--- config.mk ---
export PLATFORM = sky130hd
export DESIGN_NAME = vld_addr_seq
export DESIGN_NICKNAME = d
export VERILOG_FILES = /design/src/rtl/vls_pkg.sv /design/src/rtl/vls_reg_resolve.sv /design/src/rtl/vls_addr_gen.sv /design/src/rtl/vld_addr_seq.sv
export SDC_FILE = /design/constraint.sdc
export NUM_CORES = 1
export LEC_CHECK = 0
export ABC_AREA = 1
export BUFFER_PORTS_ARGS = -buffer_cell sky130_fd_sc_hd__buf_2
export CAP_MARGIN = 15
export CORE_MARGIN = 5
export CORE_UTILIZATION = 55
export CTS_CLUSTER_DIAMETER = 40
export DETAILED_ROUTE_END_ITERATION = 12
export PLACE_DENSITY = 0.73
export SYNTH_ARGS = -nofsm -noshare
export SYNTH_HDL_FRONTEND = slang
export SYNTH_SLANG_ARGS = --single-unit
export TNS_END_PERCENT = 5
--- constraint.sdc ---
create_clock -name clk -period 20.6 [get_ports clk]
set_input_delay 1.03 -clock clk [delete_from_list [all_inputs] [get_ports clk]]
set_output_delay 1.03 -clock clk [all_outputs]
set_load 0.05 [all_outputs]
--- src/rtl/vls_pkg.sv ---
package vls_pkg;
  typedef enum logic [1:0] {
    ST_IDLE = 2'd0,
    ST_SCAN = 2'd1,
    ST_SEND = 2'd2
  } seq_state_t;

  typedef enum logic [1:0] {
    AM_ELEM  = 2'd0,
    AM_CONST = 2'd1,
    AM_INDEX = 2'd2
  } addr_mode_t;

  function automatic addr_mode_t decode_mode(input logic indexed, input logic scaled);
    if (indexed)     return AM_INDEX;
    else if (scaled) return AM_CONST;
    else             return AM_ELEM;
  endfunction
endpackage

--- src/rtl/vls_reg_resolve.sv ---
module vls_reg_resolve #(
  parameter int RIW  = 5,
  parameter int IDXW = 5
) (
  input  logic [RIW-1:0]  reg_base,
  input  logic [IDXW-1:0] elem_idx,
  input  logic            is_vec,
  output logic [RIW-1:0]  reg_eff
);
  // register number wraps modulo the register count
  always_comb begin
    if (is_vec) reg_eff = reg_base + RIW'(elem_idx);
    else        reg_eff = reg_base;
  end
endmodule

--- src/rtl/vls_addr_gen.sv ---
module vls_addr_gen
  import vls_pkg::*;
#(
  parameter int XLEN = 64,
  parameter int IDXW = 5,
  parameter int IMMW = 12
) (
  input  addr_mode_t       mode,
  input  logic [1:0]       size_code,
  input  logic [IDXW-1:0]  elem_idx,
  input  logic [XLEN-1:0]  base_val,
  input  logic [XLEN-1:0]  src2_val,
  input  logic [IMMW-1:0]  imm,
  output logic [XLEN-1:0]  addr
);
  localparam int EXTW = XLEN - IMMW;

  logic [XLEN-1:0] imm_sx;
  logic [XLEN-1:0] idx_x;
  logic [XLEN-1:0] offset;

  assign imm_sx = {{EXTW{imm[IMMW-1]}}, imm};
  assign idx_x  = XLEN'(elem_idx);

  always_comb begin
    unique case (mode)
      AM_INDEX: offset = src2_val;
      AM_CONST: offset = (idx_x * src2_val) << size_code;
      default:  offset = idx_x << size_code;
    endcase
    addr = base_val + offset + imm_sx;
  end
endmodule

--- src/rtl/vld_addr_seq.sv ---
module vld_addr_seq
  import vls_pkg::*;
#(
  parameter int XLEN  = 64,
  parameter int RIW   = 5,
  parameter int MAXVL = 16,
  parameter int IMMW  = 12
) (
  input  logic                          clk,
  input  logic                          rst,
  input  logic                          start,
  input  logic                          op_indexed,
  input  logic                          op_scaled,
  input  logic [RIW-1:0]                op_rs2,
  input  logic [RIW-1:0]                op_rs1,
  input  logic [1:0]                    op_wsel,
  input  logic [RIW-1:0]                op_rd,
  input  logic [IMMW-1:0]               op_imm,
  input  logic [$clog2(MAXVL+1)-1:0]    vl,
  input  logic [(1<<RIW)-1:0]           vec_mask,
  input  logic [MAXVL-1:0]              pred_mask,
  input  logic                          pred_zeroing,
  output logic [RIW-1:0]                rf_a_idx,
  input  logic [XLEN-1:0]               rf_a_data,
  output logic [RIW-1:0]                rf_b_idx,
  input  logic [XLEN-1:0]               rf_b_data,
  output logic                          req_valid,
  input  logic                          req_ready,
  output logic [XLEN-1:0]               req_addr,
  output logic [1:0]                    req_size,
  output logic [RIW-1:0]                req_dst,
  output logic                          done,
  output logic                          exc
);
  localparam int NREG = 1 << RIW;
  localparam int IDXW = $clog2(MAXVL + 1);

  seq_state_t        state;
  addr_mode_t        mode_q;
  logic [RIW-1:0]    rs1_q, rs2_q, rd_q;
  logic [1:0]        wsel_q;
  logic [IMMW-1:0]   imm_q;
  logic [IDXW-1:0]   vl_q;
  logic [NREG-1:0]   vmask_q;
  logic [MAXVL-1:0]  pmask_q;
  logic [IDXW-1:0]   idx;

  logic              pred_bit;
  logic              rd_vec;
  logic [RIW-1:0]    dst_c;
  logic [XLEN-1:0]   addr_c;
  logic [IDXW-1:0]   vl_clamped;

  assign vl_clamped = (vl > IDXW'(MAXVL)) ? IDXW'(MAXVL) : vl;
  assign rd_vec     = vmask_q[rd_q];

  always_comb begin
    pred_bit = 1'b0;
    for (int k = 0; k < MAXVL; k++)
      if (idx == IDXW'(k)) pred_bit = pmask_q[k];
  end

  vls_reg_resolve #(.RIW(RIW), .IDXW(IDXW)) u_res_base (
    .reg_base(rs1_q), .elem_idx(idx), .is_vec(vmask_q[rs1_q]), .reg_eff(rf_a_idx));
  vls_reg_resolve #(.RIW(RIW), .IDXW(IDXW)) u_res_src2 (
    .reg_base(rs2_q), .elem_idx(idx), .is_vec(vmask_q[rs2_q]), .reg_eff(rf_b_idx));
  vls_reg_resolve #(.RIW(RIW), .IDXW(IDXW)) u_res_dst (
    .reg_base(rd_q), .elem_idx(idx), .is_vec(rd_vec), .reg_eff(dst_c));

  vls_addr_gen #(.XLEN(XLEN), .IDXW(IDXW), .IMMW(IMMW)) u_agen (
    .mode(mode_q), .size_code(wsel_q), .elem_idx(idx), .base_val(rf_a_data),
    .src2_val(rf_b_data), .imm(imm_q), .addr(addr_c));

  always_ff @(posedge clk) begin
    if (rst) begin
      state     <= ST_IDLE;
      mode_q    <= AM_ELEM;
      rs1_q     <= '0;
      rs2_q     <= '0;
      rd_q      <= '0;
      wsel_q    <= '0;
      imm_q     <= '0;
      vl_q      <= '0;
      vmask_q   <= '0;
      pmask_q   <= '0;
      idx       <= '0;
      req_valid <= 1'b0;
      req_addr  <= '0;
      req_size  <= '0;
      req_dst   <= '0;
      done      <= 1'b0;
      exc       <= 1'b0;
    end else begin
      done <= 1'b0;
      exc  <= 1'b0;
      unique case (state)
        ST_IDLE: begin
          if (start) begin
            mode_q  <= decode_mode(op_indexed, op_scaled);
            rs1_q   <= op_rs1;
            rs2_q   <= op_rs2;
            rd_q    <= op_rd;
            wsel_q  <= op_wsel;
            imm_q   <= op_imm;
            vl_q    <= vl_clamped;
            vmask_q <= vec_mask;
            pmask_q <= pred_mask;
            idx     <= '0;
            if (!vec_mask[op_rd] && pred_zeroing) begin
              exc  <= 1'b1;
              done <= 1'b1;
            end else begin
              state <= ST_SCAN;
            end
          end
        end
        ST_SCAN: begin
          if (idx >= vl_q) begin
            done  <= 1'b1;
            state <= ST_IDLE;
          end else if (!pred_bit) begin
            idx <= idx + 1'b1;
          end else begin
            req_valid <= 1'b1;
            req_addr  <= addr_c;
            req_size  <= wsel_q;
            req_dst   <= dst_c;
            state     <= ST_SEND;
          end
        end
        ST_SEND: begin
          if (req_ready) begin
            req_valid <= 1'b0;
            if (!rd_vec) begin
              done  <= 1'b1;
              state <= ST_IDLE;
            end else begin
              idx   <= idx + 1'b1;
              state <= ST_SCAN;
            end
          end
        end
        default: state <= ST_IDLE;
      endcase
    end
  end

  // pending request stays put until accepted
  p_hold_stable_r10: assert property (@(posedge clk) disable iff (rst)
    (req_valid && !req_ready) |=> (req_valid && $stable(req_addr) &&
                                   $stable(req_size) && $stable(req_dst)));

  // end pulse lasts one cycle
  p_done_pulse_r9: assert property (@(posedge clk) disable iff (rst)
    done |=> !done);

  // requests only inside the vector length
  p_idx_bound_r9: assert property (@(posedge clk) disable iff (rst)
    req_valid |-> (idx < vl_q));

  // a pending request belongs to an active lane
  p_pred_gate_r6: assert property (@(posedge clk) disable iff (rst)
    req_valid |-> pred_bit);

  // exception comes with done and without a request
  p_exc_quiet_r8: assert property (@(posedge clk) disable iff (rst)
    exc |-> (done && !req_valid));

  // scalar destination stops after the first accepted transfer
  p_scalar_end_r7: assert property (@(posedge clk) disable iff (rst)
    (req_valid && req_ready && !rd_vec) |=> (done && !req_valid));
endmodule

==> metrics.md <==
| Metric | Value |
|---|---|
| Routability-driven placement congestion ratio | 1.01 |
| DR DRC count | 0 |
| Initial antenna violation count | 10 |
| WL/cell | 18.6 um |
| Pre-CTS WS | 12.39 ns |
| R2r setup slk | 12.37 ns |
| CTS clk-pin slew, worst paths | 0.07 ns |
| R2R cell count | 36 |
| Combinational Power Share | 78.9% |
| Slew Limit Fails | 0 |
| DRT Pass-1 Iters | 6 |
| Number of hold buffers added after cts | 0 |
| Hold Vio Cnt, Final | 0 |
| Slowest cell on the critical path | dfxtp_2 |
| CTS tree | yes |
| CP max stage delay | 0.72 ns |
| Layout area overhead | 8.98% |
| Reg2reg end | req_addr[49] |
| Unique masters post-synth | 55 |
| Unrepaired setup endpoints after global routing | no |
| CP startpoint | idx[2] |
| Highest Clock Rate | 0.122 GHz |
| Initial Util | 55.7% |
| Most common cell after layout, fill and taps aside | nand2_1 |
| FP Rows | 80 |
| Buffer type at the clock tree root | clkbuf_16 |
| Hold Path Origin | req_addr[19] |
| Total CTS buffers | 17 |
| CP max FO | 49 |
| Die ar. | 0.0529 sq mm |
| WHS Path Cells | 2 |
| Ys flop type | dfxtp_1 |
| Global Route Usage Sum | 34.8% |
| Slew headroom | 21.2% |
| Vias per cell | 5.61 |
| Crit path buffers/inverters | 4 |
| Pleak | 0.0159 uW |
| Avg Inst Size Synth | 6.27 sq um |
| # resized after CTS | 0 |
| Switching share of power | 60.6% |
| Synth Net Count | 4857 |
| Layout cell share with drive strength beyond 1 | 9.23% |
| CP Launch Type | flop |
| Port Buffers | 300 |
| Clock group share of total power | 8.2% |
| Class of the tightest hold or removal check | flop to flop |
| Worst EP arrival | 8.60 ns |
| Vias in the first global route | 26900 |
| Core area | 0.0477 sq mm |
| Final WS setup | 12.37 ns |
| Clock net sink count | 165 |
| Crit-path leading delay family | simple AND/OR/NAND/NOR gates |
| Commonest cells after routing, fill and taps aside | 1133 x nand2_1, 763 x inv_1, 356 x nor2_1 |
| Postcts setup bufs | 0 |
| Via Count | 28400 |
| Iteration-0 DRC Markers | 2413 |
| Global route overflow | 0 |
| Post-synthesis cell count | 4240 |
| CP endpoint kind | flop |
| Hold Path End | req_addr[19] |
| Max Cap Viol | 0 |
| Count of final setup violators | 0 |
| Worst Clk Skew | 0.0137 ns |
| #FFs+latches synth | 165 |
| Final min period | 8.23 ns |
| Die W | 230 um |
| Largest net degree at the start of global routing | 87 |
| # nets final | 5049 |
| Detailed placer's ending HPWL | 77.3 mm |
| CP Class | flop to flop |
| Die H | 230 um |
| Pwr Density | 131 mW/mm^2 |
| Yosys warns | 0 |
| Sequential share of power | 12.9% |
| Period utilisation layout | 39.9% |
| Psw | 2300 uW |
| CTS max path bufs | 2 |
| Sequential share of the synthesized area | 12.4% |
| FF-to-FF Start | idx[2] |
| WP data required | 20.98 ns |
| Synth async-reset ratio | 0% |
| Mapped cell area | 0.0266 sq mm |
| Post-Route Setup TNS | 0 ns |
| IR drop worst, VDD | 145 uV |
| First-pass GRT wire length | 149 mm |
| Worst-Skew Late Latency | 0.44 ns |
| Post-DRT Antenna Nets | 0 |
| H-tree levels | 4 |
| IO Count | 301 |
| Cell-internal power | 1490 uW |
| Number of flops mapped to enable cells by yosys | 0 |
| Crit path top cell by count | nand2_1 |
| Tightest Pin Transition | 1.18 ns |
| Routed wire length | 94.2 mm |
| Status | complete, no violations |
[cell type report]
cell class	count	area, sq um
fillers	4849	18800
clock inverters	13	120
repair buffers	322	1670
diodes	7	17.5
flip-flops and latches	165	3310
clock buffers	18	429
well taps	615	769
inverters	771	2900
multi-input cells	3155	19800
[power groups by stage]
stage | clock network, uW | registers, uW | logic [uW]
3_3_place_gp | 0 | 494 | 2920
3_5_place_dp | 0 | 494 | 2930
6_report | 309 | 491 | 2990
2_1_floorplan | 0 | 540 | 2080
4_1_cts | 311 | 488 | 2950
5_1_grt | 324 | 499 | 3330
[synth_stat cells, drive strengths merged, types with 4 or more instances]
master	instances	area (sq um)
a211oi	12	90.1
a21boi	6	45.1
a21o	23	173
a21oi	356	1840
a221oi	5	43.8
a31oi	22	138
and3	7	43.8
buf	45	268
clkbuf	104	390
clkinv	6	22.5
dfxtp	165	3300
fa	246	4920
ha	154	1930
inv	765	2870
mux2i	22	220
nand2	1139	4290
nand3	245	1230
nand3b	11	82.6
nand4	70	438
nor2	358	1350
nor3	23	115
nor4	9	71.3
o211ai	14	105
o21a	14	105
o21ai	288	1450
o21bai	17	128
o221ai	4	35.0
o311ai	4	35.0
or2	20	125
xnor2	22	193
xor2	46	403
[tightest hold or removal path, delay by kind of cell, from the launching register on]
| kind | cells | cell delay (ns) |
|---|---|---|
| AOI/OAI and AO/OA | 1 | 0.05 |
| and+or+nand+nor | 1 | 0.06 |
| DFF | 1 | 0.31 |
[stage by stage]
stage | util, % | hold slack (ns) | cell area (sq um) | total power (uW) | std cells
finish | 60.7 | 0.457 | 29000 | 3790 | 5066
floorplan | - | 0.425 | 26600 | 2620 | 4240
detailed placement | 59.5 | 0.450 | 28400 | 3420 | 5028
global placement | 59.5 | 0.448 | 28400 | 3410 | 5028
global route | 60.7 | 0.473 | 29000 | 4150 | 5061
CTS | 60.7 | 0.460 | 29000 | 3750 | 5059
[layer usage]
metal	global-route usage (%)	up-vias	share of wire, %
li1	-	13800	-
met1	48.3	13300	44
met4	9.47	8	3.0
met2	56.8	1168	46
met5	0	-	0.037
met3	5.37	146	7.9
[how the worst max path moves through the flow]
stage                        end  slack [ns]  depth (start not counted)
floorplan           req_addr[59]       13.89                         36
finish              req_addr[49]       12.37                         36
detailed placement  req_addr[49]       12.39                         36
global route        req_addr[63]       11.86                         38
CTS                 req_addr[49]       12.51                         36
global placement    req_addr[51]       12.35                         30
[logic make-up after synthesis]
group           Yosys count  share of synthesized area (%)
compound gates          780                           16.2
flops                   165                           12.4
xor+xnor                 68                           2.24
simple gates           1885                           29.2
buf+inv                 920                           13.4
fa+ha+maj               400                           25.8
mux                      22                          0.828
[sequential cells by signal, summed over array words and instances (netlist names)]
signal	cells
rs1_q	5
rd_q	5
req_size	2
done	1
rs2_q	5
mode_q	2
wsel_q	2
vl_q	5
imm_q	12
exc	1
vmask_q	32
req_dst	5
pmask_q	16
req_valid	1
req_addr	64
state	2
idx	5
Power figures use the tool's default switching activity.
